File: src/rtl/mcyc_control.sv
module mcyc_control (
  input  logic       clk,
  input  logic       rst,
  input  logic [5:0] opcode,
  input  logic [5:0] funct,
  output logic       addr_sel,
  output logic       mem_rd,
  output logic       mem_wr,
  output logic       ir_wr,
  output logic       pc_wr,
  output logic       pc_wr_cond,
  output logic       br_ne,
  output logic       alu_a_sel,
  output logic [1:0] alu_b_sel,
  output logic [2:0] alu_op,
  output logic       dst_sel,
  output logic       wb_sel,
  output logic       reg_wr,
  output logic [1:0] pc_src
);

  localparam logic [5:0] OP_RTYPE = 6'b000000;
  localparam logic [5:0] OP_LOAD  = 6'b100011;
  localparam logic [5:0] OP_STORE = 6'b101011;
  localparam logic [5:0] OP_BEQ   = 6'b000100;
  localparam logic [5:0] OP_BNE   = 6'b000101;
  localparam logic [5:0] OP_JUMP  = 6'b000010;
  localparam logic [5:0] OP_HALT  = 6'b111111;

  localparam logic [2:0] ALU_AND = 3'b000;
  localparam logic [2:0] ALU_OR  = 3'b001;
  localparam logic [2:0] ALU_ADD = 3'b010;
  localparam logic [2:0] ALU_NOR = 3'b100;
  localparam logic [2:0] ALU_SUB = 3'b110;
  localparam logic [2:0] ALU_SLT = 3'b111;

  typedef enum logic [3:0] {
    S_FETCH, S_DECODE, S_EX_R, S_EX_ADDR, S_EX_BEQ, S_EX_BNE,
    S_EX_JMP, S_R_DONE, S_MEM_RD, S_MEM_WR, S_LD_DONE, S_HALT
  } state_t;

  state_t state, state_nx;
  logic [2:0] funct_op;
  logic mem_wr_raw, ir_wr_raw, pc_wr_raw, pc_wr_cond_raw, reg_wr_raw;
  logic in_halt;

  assign in_halt = (state == S_HALT);

  always_ff @(posedge clk) begin
    if (rst) state <= S_FETCH;
    else     state <= state_nx;
  end

  always_comb begin
    unique case (funct)
      6'h20:   funct_op = ALU_ADD;
      6'h22:   funct_op = ALU_SUB;
      6'h24:   funct_op = ALU_AND;
      6'h25:   funct_op = ALU_OR;
      6'h27:   funct_op = ALU_NOR;
      6'h2A:   funct_op = ALU_SLT;
      default: funct_op = ALU_ADD;
    endcase
  end

  always_comb begin
    state_nx = S_FETCH;
    case (state)
      S_FETCH:  state_nx = S_DECODE;
      S_DECODE: begin
        case (opcode)
          OP_RTYPE: state_nx = S_EX_R;
          OP_LOAD,
          OP_STORE: state_nx = S_EX_ADDR;
          OP_BEQ:   state_nx = S_EX_BEQ;
          OP_BNE:   state_nx = S_EX_BNE;
          OP_JUMP:  state_nx = S_EX_JMP;
          OP_HALT:  state_nx = S_HALT;
          default:  state_nx = S_FETCH;
        endcase
      end
      S_EX_R:    state_nx = S_R_DONE;
      S_EX_ADDR: state_nx = (opcode == OP_LOAD) ? S_MEM_RD : S_MEM_WR;
      S_MEM_RD:  state_nx = S_LD_DONE;
      S_HALT:    state_nx = S_HALT;
      default:   state_nx = S_FETCH;
    endcase
  end

  always_comb begin
    addr_sel       = 1'b0;
    mem_rd         = 1'b0;
    mem_wr_raw     = 1'b0;
    ir_wr_raw      = 1'b0;
    pc_wr_raw      = 1'b0;
    pc_wr_cond_raw = 1'b0;
    br_ne          = 1'b0;
    alu_a_sel      = 1'b0;
    alu_b_sel      = 2'b00;
    alu_op         = ALU_ADD;
    dst_sel        = 1'b0;
    wb_sel         = 1'b0;
    reg_wr_raw     = 1'b0;
    pc_src         = 2'b00;
    case (state)
      S_FETCH: begin
        mem_rd    = 1'b1;
        ir_wr_raw = 1'b1;
        alu_b_sel = 2'b01;
        pc_wr_raw = 1'b1;
      end
      S_DECODE: alu_b_sel = 2'b11;
      S_EX_R: begin
        alu_a_sel = 1'b1;
        alu_op    = funct_op;
      end
      S_R_DONE: begin
        alu_a_sel  = 1'b1;
        alu_op     = funct_op;
        dst_sel    = 1'b1;
        reg_wr_raw = 1'b1;
      end
      S_EX_ADDR: begin
        alu_a_sel = 1'b1;
        alu_b_sel = 2'b10;
      end
      S_MEM_RD: begin
        addr_sel = 1'b1;
        mem_rd   = 1'b1;
      end
      S_MEM_WR: begin
        addr_sel   = 1'b1;
        mem_wr_raw = 1'b1;
      end
      S_LD_DONE: begin
        wb_sel     = 1'b1;
        reg_wr_raw = 1'b1;
      end
      S_EX_BEQ, S_EX_BNE: begin
        alu_a_sel      = 1'b1;
        alu_op         = ALU_SUB;
        pc_wr_cond_raw = 1'b1;
        br_ne          = (state == S_EX_BNE);
        pc_src         = 2'b01;
      end
      S_EX_JMP: begin
        pc_wr_raw = 1'b1;
        pc_src    = 2'b10;
      end
      default: ;
    endcase
  end

  assign mem_wr     = mem_wr_raw     & ~rst;
  assign ir_wr      = ir_wr_raw      & ~rst;
  assign pc_wr      = pc_wr_raw      & ~rst;
  assign pc_wr_cond = pc_wr_cond_raw & ~rst;
  assign reg_wr     = reg_wr_raw     & ~rst;

endmodule

File: config.mk
export PLATFORM = sky130hd
export DESIGN_NAME = mcyc_control
export DESIGN_NICKNAME = d
export VERILOG_FILES = /design/src/rtl/mcyc_control.sv
export SDC_FILE = /design/constraint.sdc
export NUM_CORES = 1
export LEC_CHECK = 0
export BUFFER_PORTS_ARGS = -buffer_cell sky130_fd_sc_hd__buf_2
export CELL_PAD_IN_SITES_DETAIL_PLACEMENT = 1
export CELL_PAD_IN_SITES_GLOBAL_PLACEMENT = 2
export CORE_MARGIN = 4
export CORE_UTILIZATION = 21
export CTS_BUF_LIST = sky130_fd_sc_hd__clkbuf_16
export CTS_CLUSTER_SIZE = 12
export DETAILED_ROUTE_END_ITERATION = 12
export PLACE_DENSITY = 0.87
export SLEW_MARGIN = 25
export SYNTH_ARGS = -nofsm -noshare
export SYNTH_HDL_FRONTEND = slang
export SYNTH_SLANG_ARGS = --single-unit
File: constraint.sdc
create_clock -name clk -period 1.4 [get_ports clk]
set_input_delay 0.14 -clock clk [delete_from_list [all_inputs] [get_ports clk]]
set_output_delay 0.14 -clock clk [all_outputs]
set_load 0.02 [all_outputs]
==> results.toml <==
[worst_setup_path]
cp_cell_sequence = "or2_2, a21oi_2, nor2b_4, buf_6"
cp_slowest_cell = "dfxtp_4"
start_kind = "flop"
crit_family = "simple AND/OR/NAND/NOR gates"
slowest_delay_ps = 370
critPathKind = "reg -> out"
r2r_cells = 4
end_kind = "output pin"
path_max_fanout = 9
cp.required_ps = 1260
arrival_ps = 1370
crit_buf_inv = 1
r2r_start = "state[3]$_SDFF_PP0_"
rrSetupSlack_ps = 80
crit-reg2reg-capture = "state[0]$_SDFF_PP0_"

[yosys]
syn-cell-area_sq_um = 549
syn_inst = 79
ys_ff_latch = 4
synth_nets = 93
avgSynthCellArea_sq_um = 6.95
yosysWarnings = 0
synth_seq_area_share_pct = 14.6
ys_types = 34

[place]
dp_hpwl_microns = 1660
numPlacedInstances = 148
io_buffers = 31
gp_congestion = 0.840
placedInstanceArea_sq_um = 843
pre_cts_ws_ps = 6.47

[grt]
track_usage_pct = 13.9
met2_usage_pct = 25.2
grt_pass1_wl_microns = 3740
antenna_found_initial = 0
grt-ovfl-total = 0
grt_pass1_vias = 817
grt_max_degree = 13
use_met3_pct = 4.36
grt_use_met1_pct = 15.4
top_usage_layer = "met2"

[worst_hold_path]
min_from = "opcode[0]"
holdPathStages = 3
min_to = "state[0]$_SDFF_PP0_"
hold_path_class = "in -> reg"

[layout]
largest_register = "state"
syn2layout_area_growth_pct = 110
drive_gt1_share_pct = 65.1
fin_area_sq_um = 1160
multi_input_area_sq_um = 548
num-nets-final = 145
register_area_sq_um = 95.1
final_cell_mix = "24 x buf_4, 20 x buf_2, 9 x buf_6"
final_util_pct = 46.7
largest_reg_flops = 4
reg_top3 = "state x4"
stdcell_count = 159
nFillCells = 314
final_common_cell = "buf_4"
diodes = 0

[clock_tree]
htreeDepth = 1
numCtsBuffers = 3
postCtsHoldBufs = 0
cts_root_buf = "clkbuf_16"
tritoncts = "yes"
clk_latency_ps = 230
clk_path_buf_depth = 2
clk_pin_slew_ps = 30
cts_sinks = 4

[timing]
setup_ws_ps = -106
worst_pin_slew_ps = 344
fin_crit_ps = 1510
finalSetupViolations = 10
final_max_slew_viol_count = 0
hold_viol = 0
skew_ps = 2.95
rsz0062_at_grt = "true"
fin_crit_sh_pct = 108
max_freq_ghz = 0.664
relSlewSlack_pct = 77.0

[floorplanning]
fp.dieH_microns = 59.1
io_pins = 32
core_sq_um = 2480
start_util_pct = 22.2
die_area_sq_um = 3500
die_w_microns = 59.1
rows = 18

[pwr]
p_leak_nw = 0.503
irDropWorstVdd_v = 0.000823
finalPower_uw = 824
p_per_area_nw_per_um2 = 713

[routing]
drcViolationCount = 0
drt_first_pass_iters = 4
post_drt_wl_per_cell_microns = 15.8
vias = 777
avgViaCountPerCell = 4.89
wl_microns = 2510
antenna_left = 0
drt_iter0_drc = 11

[flow_run]
max_cap_viol_count = 0

[run_status]
status = "finished, violations left"
failed_checks = "setup timing"
## final cells by class
cell class	count	share of cell area (%)
Timing Repair Buffer	54	34.3
Multi-Input combinational cell	67	47.4
Sequential cell	4	8.23
Clock buffer	3	6.49
Tap cell	30	3.25
Inverter	1	0.325
## how the worst max path moves through the flow
stage                            to  slack [ps]  depth (start not counted)                 from
after floorplan               pc_wr          20                          2  state[0]$_SDFF_PP0_
after global placement       reg_wr          30                          4  state[0]$_SDFF_PP0_
after detailed placement     reg_wr           6                          4  state[0]$_SDFF_PP0_
after CTS                    reg_wr        -110                          4  state[0]$_SDFF_PP0_
after global routing          pc_wr        -150                          4  state[1]$_SDFF_PP0_
final                     alu_op[0]        -110                          4  state[0]$_SDFF_PP0_
## through the flow
step / hold slack, ps / setup TNS [ps]
after global placement: 434 / 0
after CTS: 207 / -303
after floorplan: 276 / 0
final: 203 / -452
after global routing: 222 / -1140
after detailed placement: 437 / 0
## tightest hold or removal path, stage by stage
cell      delay, ps
buf_2           130
nand2_1          70
o21bai_1         60
## power breakdown
part	internal [mW]	leakage (nW)	switching [mW]
registers	0.117	0.0355	0.0154
logic	0.110	0.431	0.124
clock network	0.366	0.0370	0.0919
## synthesized netlist by cell type
cell type / n / share of area, %
a21oi_1: 3 / 2.7
a41o_1: 1 / 1.8
a2111oi_0: 1 / 1.6
buf_1: 1 / 0.68
o21ai_0: 4 / 3.6
clkbuf_1: 2 / 1.4
a21boi_0: 1 / 1.4
nor4_2: 1 / 2.3
buf_2: 4 / 3.6
nor2b_1: 3 / 3.4
nor2_1: 9 / 6.1
nand2b_4: 1 / 2.5
or2_2: 1 / 1.1
nand2_1: 6 / 4.1
nor4b_1: 1 / 1.6
nand4b_1: 1 / 1.6
or3_1: 2 / 2.3
nand3b_1: 1 / 1.4
mux2i_1: 1 / 1.8
nor3b_2: 1 / 2.3
or3_4: 1 / 2.0
o21bai_1: 2 / 2.7
a31oi_1: 2 / 2.3
o41ai_1: 1 / 1.6
xor2_1: 1 / 1.6
nor3_1: 6 / 5.5
nand2b_1: 5 / 5.7
nor4_1: 2 / 2.3
o41ai_2: 1 / 3.0
nor3b_1: 5 / 6.8
nand3_1: 2 / 1.8
mux2_2: 1 / 2.0
inv_1: 1 / 0.68
dfxtp_1: 4 / 15
## routing by layer
metal / vias up / routed length, microns / part of all wire, %
li1: 390 / - / -
met1: 371 / 964 / 38
met2: 11 / 1430 / 57
met3: 5 / 71 / 2.8
met4: 0 / 39 / 1.6
met5: - / 0 / 0
## timing repair
item / 4_1_cts / 5_1_grt
gates resized for setup: 33 / 18
pin swaps: 1 / 3
endpoints found under the setup margin: 13 / 12
setup buffers: 0 / 8
## logic make-up after synthesis
group / share of synthesized area [%]
AOI/OAI and AO/OA: 20.7
xor gates and xnor gates: 1.59
buffers and inverters: 6.38
DFF: 14.6
muxes: 3.87
and+or+nand+nor: 52.8
Note: power is estimated with default switching activity, not from simulation.
